`config.mk`:
```
export PLATFORM = sky130hd
export DESIGN_NAME = byte_cpu_core
export DESIGN_NICKNAME = d
export VERILOG_FILES = /design/src/rtl/byte_cpu_pkg.sv /design/src/rtl/byte_cpu_decode.sv /design/src/rtl/byte_cpu_regfile.sv /design/src/rtl/byte_cpu_alu.sv /design/src/rtl/byte_cpu_core.sv
export SDC_FILE = /design/constraint.sdc
export NUM_CORES = 1
export LEC_CHECK = 0
export BUFFER_PORTS_ARGS = -buffer_cell sky130_fd_sc_hd__buf_2
export CAP_MARGIN = 10
export CORE_UTILIZATION = 50
export DETAILED_ROUTE_END_ITERATION = 10
export PLACE_DENSITY = 0.71
export SLEW_MARGIN = 20
export SYNTH_ARGS = -nofsm -noshare
export SYNTH_HDL_FRONTEND = slang
export SYNTH_SLANG_ARGS = --single-unit
export TNS_END_PERCENT = 20
```
`constraint.sdc`:
```
create_clock -name clk -period 7.9 [get_ports clk]
set_input_delay 0 -clock clk [delete_from_list [all_inputs] [get_ports clk]]
set_output_delay 0 -clock clk [all_outputs]
set_load 0.01 [all_outputs]
```
`src/rtl/byte_cpu_pkg.sv`:
```
package byte_cpu_pkg;

    localparam int DATA_W = 8;
    localparam int PC_W   = 5;
    localparam int NREG   = 4;
    localparam int RIDX_W = $clog2(NREG);

    typedef enum logic [1:0] {
        CLS_SYS    = 2'b00,
        CLS_ALU_RR = 2'b01,
        CLS_BRANCH = 2'b10,
        CLS_ALU_RI = 2'b11
    } op_class_e;

    typedef enum logic [1:0] {
        ALU_ROT5 = 2'b00,
        ALU_XOR  = 2'b01,
        ALU_ADD  = 2'b10,
        ALU_AND  = 2'b11
    } alu_op_e;

    typedef struct packed {
        logic start;
        logic rd_in;
        logic wr_out;
        logic flag;
        logic halt;
        logic quit;
    } sys_bits_t;

    typedef struct packed {
        op_class_e         cls;
        alu_op_e           op;
        logic [RIDX_W-1:0] rd;
        logic [RIDX_W-1:0] rs;
        logic [PC_W-1:0]   target;
        logic              cond;
        sys_bits_t         sys;
        logic              is_alu;
        logic              use_imm;
    } decoded_t;

    function automatic logic [DATA_W-1:0] const_bank(input logic [1:0] idx);
        case (idx)
            2'd0:    const_bank = 8'h3F;
            2'd1:    const_bank = 8'hD5;
            2'd2:    const_bank = 8'h54;
            default: const_bank = 8'h00;
        endcase
    endfunction

    function automatic logic [DATA_W-1:0] rotl5(input logic [DATA_W-1:0] v);
        rotl5 = {v[DATA_W-6:0], v[DATA_W-1:DATA_W-5]};
    endfunction

endpackage

```
`src/rtl/byte_cpu_decode.sv`:
```
module byte_cpu_decode
    import byte_cpu_pkg::*;
(
    input  logic [7:0] instr,
    output decoded_t   dec
);
    always_comb begin
        dec         = '0;
        dec.cls     = op_class_e'(instr[1:0]);
        dec.op      = alu_op_e'(instr[3:2]);
        dec.rd      = instr[5:4];
        dec.rs      = instr[7:6];
        dec.target  = instr[7:3];
        dec.cond    = instr[2];
        dec.is_alu  = instr[0];
        dec.use_imm = instr[1];
        if (instr[1:0] == CLS_SYS) begin
            dec.sys.start  = instr[2];
            dec.sys.rd_in  = instr[3];
            dec.sys.wr_out = instr[4];
            dec.sys.flag   = instr[5];
            dec.sys.halt   = instr[6];
            dec.sys.quit   = instr[7];
        end
    end
endmodule

```
`src/rtl/byte_cpu_regfile.sv`:
```
module byte_cpu_regfile
    import byte_cpu_pkg::*;
#(
    parameter int N      = NREG,
    parameter int W      = DATA_W,
    parameter int OUT_IX = N - 1,
    localparam int IW    = $clog2(N)
) (
    input  logic          clk,
    input  logic          rst,
    input  logic          we,
    input  logic [IW-1:0] waddr,
    input  logic [W-1:0]  wdata,
    input  logic [IW-1:0] raddr_a,
    input  logic [IW-1:0] raddr_b,
    output logic [W-1:0]  rdata_a,
    output logic [W-1:0]  rdata_b,
    output logic [W-1:0]  rdata_out
);
    logic [W-1:0] regs [N];

    for (genvar g = 0; g < N; g++) begin : g_reg
        always_ff @(posedge clk) begin
            if (rst)
                regs[g] <= '0;
            else if (we && waddr == IW'(g))
                regs[g] <= wdata;
        end
    end

    assign rdata_a   = regs[raddr_a];
    assign rdata_b   = regs[raddr_b];
    assign rdata_out = regs[OUT_IX];
endmodule

```
`src/rtl/byte_cpu_alu.sv`:
```
module byte_cpu_alu
    import byte_cpu_pkg::*;
(
    input  alu_op_e           op,
    input  logic [DATA_W-1:0] a,
    input  logic [DATA_W-1:0] b,
    output logic [DATA_W-1:0] y,
    output logic              zero
);
    always_comb begin
        case (op)
            ALU_ROT5: y = rotl5(a);
            ALU_XOR:  y = a ^ b;
            ALU_ADD:  y = a + b;
            default:  y = a & b;
        endcase
        zero = (y == '0);
    end
endmodule

```
`src/rtl/byte_cpu_core.sv`:
```
module byte_cpu_core
    import byte_cpu_pkg::*;
#(
    parameter int IMEM_AW = PC_W,
    localparam int IMEM_DEPTH = 1 << IMEM_AW
) (
    input  logic               clk,
    input  logic               rst,
    input  logic               load_en,
    input  logic [IMEM_AW-1:0] load_addr,
    input  logic [7:0]         load_data,
    input  logic               in_valid,
    input  logic [DATA_W-1:0]  in_data,
    output logic               in_wait,
    output logic               out_valid,
    output logic [DATA_W-1:0]  out_data,
    output logic               flag_req,
    output logic               fault,
    output logic               exit_o,
    output logic [IMEM_AW-1:0] pc_o
);
    logic [7:0]         imem [IMEM_DEPTH];
    logic [IMEM_AW-1:0] pc_q;
    logic               started_q, zf_q, fault_q, exit_q;
    logic               outv_q, flag_q;
    logic [DATA_W-1:0]  outd_q;
    logic [7:0]         instr;
    decoded_t           dec;

    always_ff @(posedge clk) begin
        if (rst && load_en)
            imem[load_addr] <= load_data;
    end

    assign instr = imem[pc_q];

    byte_cpu_decode u_dec (.instr(instr), .dec(dec));

    logic halted, start_bad, is_sys, exec;
    assign halted    = fault_q | exit_q;
    assign is_sys    = (dec.cls == CLS_SYS);
    assign start_bad = !started_q && !(is_sys && dec.sys.start);
    assign in_wait   = !halted && !start_bad && is_sys && dec.sys.rd_in && !in_valid;
    assign exec      = !halted && !start_bad && !in_wait;

    logic [DATA_W-1:0] ra_val, rb_val, r3_val, opb, alu_y;
    logic              alu_z;
    logic              rf_we;
    logic [RIDX_W-1:0] rf_waddr;
    logic [DATA_W-1:0] rf_wdata;

    assign opb = dec.use_imm ? const_bank(dec.rs) : rb_val;

    byte_cpu_alu u_alu (
        .op  (dec.op),
        .a   (ra_val),
        .b   (opb),
        .y   (alu_y),
        .zero(alu_z)
    );

    always_comb begin
        rf_we    = 1'b0;
        rf_waddr = dec.rd;
        rf_wdata = alu_y;
        if (exec && dec.is_alu) begin
            rf_we = 1'b1;
        end else if (exec && is_sys && dec.sys.rd_in) begin
            rf_we    = 1'b1;
            rf_waddr = '0;
            rf_wdata = in_data;
        end
    end

    byte_cpu_regfile #(.N(NREG), .W(DATA_W), .OUT_IX(3)) u_rf (
        .clk      (clk),
        .rst      (rst),
        .we       (rf_we),
        .waddr    (rf_waddr),
        .wdata    (rf_wdata),
        .raddr_a  (dec.rd),
        .raddr_b  (dec.rs),
        .rdata_a  (ra_val),
        .rdata_b  (rb_val),
        .rdata_out(r3_val)
    );

    logic               take_branch;
    logic [IMEM_AW-1:0] pc_next;
    always_comb begin
        take_branch = (dec.cls == CLS_BRANCH) && (!dec.cond || zf_q);
        pc_next     = take_branch ? IMEM_AW'(dec.target) : pc_q + 1'b1;
    end

    always_ff @(posedge clk) begin
        if (rst) begin
            pc_q      <= '0;
            started_q <= 1'b0;
            zf_q      <= 1'b0;
            fault_q   <= 1'b0;
            exit_q    <= 1'b0;
            outv_q    <= 1'b0;
            flag_q    <= 1'b0;
            outd_q    <= '0;
        end else begin
            outv_q <= exec && is_sys && dec.sys.wr_out;
            flag_q <= exec && is_sys && dec.sys.flag;
            if (exec) begin
                pc_q      <= pc_next;
                started_q <= 1'b1;
                if (dec.is_alu)
                    zf_q <= alu_z;
                if (is_sys && dec.sys.wr_out)
                    outd_q <= r3_val;
                if (is_sys && dec.sys.halt)
                    fault_q <= 1'b1;
                if (is_sys && dec.sys.quit)
                    exit_q <= 1'b1;
            end else if (!halted && start_bad) begin
                fault_q <= 1'b1;
            end
        end
    end

    assign out_valid = outv_q;
    assign out_data  = outd_q;
    assign flag_req  = flag_q;
    assign fault     = fault_q;
    assign exit_o    = exit_q;
    assign pc_o      = pc_q;
endmodule

```
==> results of run 1 <==
critical path: stages (launching register included):
cell	delay [ns]
dfxtp_4	0.90
buf_4	0.35
mux4_1	0.58
mux4_2	0.50
mux2i_4	0.14
buf_4	0.33
mux2i_1	0.23
mux2i_1	0.13
ha_1	0.26
fa_1	0.47
a21o_1	0.19
a21o_1	0.18
a21o_1	0.17
a21oi_1	0.20
o31ai_1	0.09
a22oi_1	0.14
nand2_1	0.08
or4_1	0.55
o31ai_2	0.22
Yosys cell counts, drive strengths merged (3+ instances only):
library cell / count / area, um^2
a21o: 11 / 82.58
o22ai: 9 / 56.30
clkbuf: 20 / 75.07
ha: 13 / 162.7
nor3: 4 / 25.02
nor4: 4 / 37.53
and3: 4 / 25.02
mux2i: 60 / 629.3
a211oi: 7 / 57.55
mux4: 76 / 1757
inv: 8 / 30.03
nor2b: 13 / 81.33
a22oi: 6 / 45.04
o21ai: 8 / 40.04
nor2: 89 / 334.1
buf: 16 / 121.4
mux2: 10 / 112.6
or3: 4 / 25.02
and2: 5 / 31.28
nand3b: 8 / 60.06
o21bai: 3 / 22.52
nand2: 29 / 108.9
dfxtp: 24 / 480.5
o31ai: 4 / 35.03
nand2b: 5 / 31.28
or3b: 4 / 35.03
nand3: 9 / 45.04
a21oi: 16 / 80.08
edfxtp: 288 / 8648
cell usage in the layout (no fill, tap or decap), types with 12 or more instances in the layout:
cell type      Yosys  final
nand2_1           29     29
mux4_1            12     12
dfxtp_1           24     21
nor2_1            89     89
dlygate4sd3_1      0     17
a21oi_1           16     16
ha_1              13     13
mux4_2            64     64
nor2b_1           13     13
edfxtp_1         288    288
clkbuf_16          0     30
buf_2              6     42
mux2i_1           57     57
routing by layer:
layer,GRT usage [%],up-vias
met5,0,-
met4,6.054,0
met3,3.250,48
met2,35.39,273
met1,28.97,3662
li1,-,3203
layout make-up:
class	instances	area, um^2	share of cell area, %
clock inverters	18	137.6	0.9165
clock buffers	35	769.5	5.124
inverters	8	30.03	0.2000
well taps	335	419.2	2.791
multi-input cells	413	4040	26.90
repair buffers	71	483.0	3.216
flip-flops and latches	312	9138	60.85
stage by stage:
stage | area [um^2] | std cells | power (W) | setup WS [ns] | util, %
CTS | 15010 | 1192 | 0.003679 | 2.038 | 57.45
detailed placement | 13940 | 1122 | 0.002368 | 2.065 | 53.33
floorplan | 13390 | 769 | 0.002233 | 2.142 | -
global placement | 13940 | 1122 | 0.002362 | 2.138 | 53.33
finish | 15020 | 1192 | 0.003665 | 2.032 | 57.46
global route | 15020 | 1192 | 0.003787 | 1.659 | 57.46
registers in the layout (all words and copies together) (netlist names), named ones only:
| signal | count |
|---|---|
| flag_req | 1 |
| out_valid | 1 |
| imem | 256 |
| u_rf.regs | 32 |
| out_data | 8 |
| exit_o | 1 |
| fault | 1 |
| zf_q | 1 |
| started_q | 1 |
| pc_o | 5 |
final timing paths:
check	to	slack, ns	startpoint	cells past startpoint
worst max-delay path	zf_q$_SDFFE_PP0P_	2.03	flop	18
worst min-delay path	imem[18][2]$_DFFE_PP_	0.03	load_data[2]	1
worst max register to register	zf_q$_SDFFE_PP0P_	2.03	flop	18
worst min register to register	out_data[3]$_SDFFE_PP0P_	0.49	out_data[3]$_SDFFE_PP0P_	2
power breakdown:
part / switching [W] / leakage [nW] / internal (W)
Combinational: 0.000267 / 1.70 / 0.000213
Clock: 0.000594 / 0.444 / 0.000729
Sequential: 0.0000359 / 2.83 / 0.00183
Total: 0.000897 / 4.98 / 0.00277
kinds of logic (layout without fill, tap and decap cells):
kind of cell | Yosys count | in the layout | synth area share (%)
simple gates | 184 | 184 | 6.589
compound gates | 69 | 69 | 3.496
buf+inv | 44 | 132 | 1.692
fa+ha+maj | 14 | 14 | 1.365
mux | 146 | 146 | 18.67
flops | 312 | 312 | 68.19
==> out/metrics.cfg, run 1 <==
[clocking]
clk_latency_ns = 0.57
clockBufferDepth = 3
cts.sink_count = 312
h-tree-depth = 1
cts_buffers = 30
path_clk_slew_ns = 0.06
tritoncts = built
post_cts_buffers = 0
cts_hold_buf = 17
root_buffer = clkbuf_16
cts_resized = 0

[yosys]
synthCells = 769
synth_seq_cells = 312
synth_ff_type = edfxtp_1
synth_edf_count = 288
yosysSeqAreaShare_pct = 68.19
async_reset_ff_share_pct = 0
synth.avg_cell_area_um2 = 17.41
synth_cell_types = 52
ys_warn_count = 0
netlist_area_um2 = 13390
syn-num-nets = 808

[timing]
rsz0062_at_grt = no
setup_viol = 0
setup_tns_ns = 0
layout_min_cycle_time_ns = 5.868
tightest_slew_ns = 1.095
maxSlewViolCount = 0
clock-skew-final_ns = 0.02125
timing.slew.headroom_pct = 26.71
hold-worst-slack_ns = 0.02952
fmax_mhz = 170.4
fin_crit_sh_pct = 74.27
finalHoldViolCount = 0

[worst_setup_path]
crit_path_start_kind = flop
cp.arrival_ns = 6.34
crit_required_ns = 8.37
worstSetupPathType = reg -> reg
cp_max_fo = 49
endpoint_kind = flop

[die]
start_util_pct = 51.23
die_area_um2 = 27430
rows = 59
dieWidth_um = 165.6
die_h_um = 165.6
io_pins = 43
core_um2 = 26130

[routing]
post_drt_wl_per_cell_um = 23.98
totalWireLength_mm = 28.59
drc = 14
wl_met3_mm = 1.929
vias = 7186
route.met2.wl_mm = 14.14
highest_layer = met4
drt_first_pass_iters = 8
ant_nets = 0
viasPerCell = 6.029
routedLengthMet1_mm = 11.84
drtIter0Drc = 698

[global_route]
grt_use_total_pct = 21.14
grt_pass1_vias = 7264
gr-total-overflow = 0
grt_pass1_wl_mm = 43.47
grt_max_degree = 50
grt_antenna_before_repair = 0

[status]
violations = design-rule violations
outcome = finished, violations left

[layout]
num-nets-final = 875
final_layout_size_suffix_gt1_share_pct = 21.94
syn_to_final_growth_pct = 12.18
antenna_cells = 0
nFillCells = 1970

[placed_design]
place_hpwl_mm = 18.12
io_buffers = 42
place_congestion = 0.8401

[pwr]
peakVddDrop_mv = 0.1792
p_leak_nw = 4.978
p_per_area_nw_per_um2 = 244.1

[min_path]
hold_class = in -> reg

[flow_run]
maxCapViolCount = 0

(Power assumes the default switching activity.)
==> run 2, diff against run 1 <==
Clock period 7.9 ns to 5.9 ns, I/O delays scaled along.
==> run 2 against run 1 <==
The flow still finishes with violations (design-rule violations); clock power rose by 56%; clock-buffer cell count rose by 3; worst hold slack improved by 0.044 ns; design area rose by 1.5%.
==> out/metrics.cfg, run 2 (synthesis results as in run 1) <==
[timing]
timing.slew.headroom_pct = 30.43  ; +3.7 points
finalHoldViolCount = 0  ; unchanged
maxSlewViolCount = 0  ; unchanged
clock-skew-final_ns = 0.02635  ; +0.005100 ns
layout_min_cycle_time_ns = 5.349  ; -0.5185 ns
rsz0062_at_grt = no
fin_crit_sh_pct = 90.67  ; +16 points
tightest_slew_ns = 1.041  ; -0.05396 ns
setup_viol = 0  ; unchanged
setup_tns_ns = 0  ; unchanged
fmax_mhz = 186.9  ; +9.7%

[die]
dieWidth_um = 165.6  ; unchanged
rows = 59  ; unchanged
io_pins = 43  ; unchanged
core_um2 = 26130  ; unchanged
die_h_um = 165.6  ; unchanged
die_area_um2 = 27430  ; unchanged
start_util_pct = 51.23  ; unchanged

[pwr]
p_leak_nw = 5.101  ; +2.5%
peakVddDrop_mv = 0.2829  ; +58%
p_per_area_nw_per_um2 = 341.5  ; +40%

[min_path]
hold_class = in -> reg

[layout]
largest_reg_flops = 256  ; unchanged
top_register = imem
num-nets-final = 882  ; +0.80%
layout_commonest_cell = edfxtp_1
antenna_cells = 0  ; unchanged
postLayoutCellArea_um2 = 15240  ; +1.5%
syn_to_final_growth_pct = 13.83
final_layout_size_suffix_gt1_share_pct = 23.73  ; +1.8 points
final_cell_mix = 288 x edfxtp_1, 89 x nor2_1, 64 x mux4_2

[routing]
ant_nets = 0  ; unchanged
viasPerCell = 5.986  ; -0.71%
drt_first_pass_iters = 8  ; unchanged
drc = 14  ; unchanged
drtIter0Drc = 517  ; -26%
vias = 7201  ; +0.21%
totalWireLength_mm = 28.72  ; +0.48%
post_drt_wl_per_cell_um = 23.88  ; -0.44%

[clocking]
path_clk_slew_ns = 0.06  ; about the same
clk_latency_ns = 0.58  ; about the same
clockBufferDepth = 3  ; unchanged
h-tree-depth = 1  ; unchanged
cts_buffers = 31  ; +3.3%
root_buffer = clkbuf_16
post_cts_buffers = 0  ; unchanged
tritoncts = built
cts.sink_count = 312  ; unchanged

[worst_setup_path]
worstSetupPathType = reg -> reg
crit_required_ns = 6.20  ; -2.17 ns
cp.arrival_ns = 5.65  ; -0.69 ns
crit_path_start_kind = flop
cp_max_fo = 28  ; -43%
endpoint_kind = flop

[placed_design]
dpl_cell_area_um2 = 13980  ; +0.32%
io_buffers = 42  ; unchanged
place_hpwl_mm = 18.74  ; +3.4%
place_congestion = 0.8761  ; +4.3%

[global_route]
grt_pass1_wl_mm = 43.57  ; +0.24%
grt_antenna_before_repair = 0  ; unchanged
grt_pass1_vias = 7222  ; -0.58%
grt_max_degree = 41  ; -18%
grt_use_total_pct = 21.29  ; +0.15 points
gr-total-overflow = 0  ; unchanged

[flow_run]
maxCapViolCount = 0  ; unchanged

[status]
violations = design-rule violations
outcome = finished, violations left

-- run 2: power by group --
| part | internal (W) | total (W) | switching, W |
|---|---|---|---|
| Combinational | 0.000290 | 0.000672 | 0.000382 |
| Clock | 0.00123 | 0.00206 | 0.000828 |
| Sequential | 0.00245 | 0.00248 | 0.0000320 |
| Total | 0.00396 | 0.00520 | 0.00124 |
-- run 2: routing by layer --
metal,part of all wire (%),up-vias,GRT usage (%)
li1,-,3228,-
met1,42,3629,30.12
met2,48,287,34.29
met3,7.2,57,3.011
met4,3.0,0,7.273
met5,0,-,0
-- run 2: area by class of cell --
cell class	instances	area [um^2]
Timing Repair Buffer	77	528.0
Tap cell	335	419.2
Fill cell	1957	10890
Inverter	8	30.03
Clock buffer	38	832.0
Sequential cell	312	9138
Multi-Input combinational cell	413	4040
Clock inverter	20	251.5
-- run 2: worst paths after layout --
| path | depth (start not counted) | slack, ns | startpoint | endpoint |
|---|---|---|---|---|
| worst max-delay path | 16 | 0.55 | flop | u_rf.regs[3][7]$_SDFFCE_PN0P_ |
| worst max register to register | 16 | 0.55 | flop | u_rf.regs[3][7]$_SDFFCE_PN0P_ |
| worst min-delay path | 3 | 0.07 | in_data[3] | u_rf.regs[0][3]$_SDFFCE_PN0P_ |
| worst min register to register | 2 | 0.49 | out_data[7]$_SDFFE_PP0P_ | out_data[7]$_SDFFE_PP0P_ |
-- run 2: metrics by stage --
step / util, % / instances / total power, W / worst slack, ns / hold WS [ns]
4_1_cts: 58.30 / 1203 / 0.005228 / 0.4471 / 0.04190
5_1_grt: 58.31 / 1203 / 0.005377 / 0.1757 / 0.07732
3_3_place_gp: 53.50 / 1128 / 0.003172 / 0.5793 / 0.3933
2_1_floorplan: - / 769 / 0.002989 / 0.1415 / 0.09887
6_report: 58.31 / 1203 / 0.005204 / 0.5507 / 0.07376
3_5_place_dp: 53.50 / 1128 / 0.003179 / 0.4699 / 0.3965
-- run 2: what timing repair did --
item / CTS / global route
hold buffers: 17 / 0
setup endpoints to repair: 0 / 1
gates resized for setup: 0 / 1
endpoints found under the hold margin: 296 / 0
-- run 2: worst max-delay path: stages, from the launching register on --
cell and delay [ns]:
dfxtp_4 0.66, mux4_1 0.63, mux4_2 0.54, mux2i_4 0.35, buf_4 0.33, mux2i_1 0.12, mux2i_1 0.36, ha_1 0.33
a21o_1 0.18, a21oi_1 0.23, o21bai_1 0.11, a2111oi_0 0.40, nor3_1 0.12, mux2_2 0.24, nand2_1 0.07, mux2i_1 0.29
nor2_1 0.08
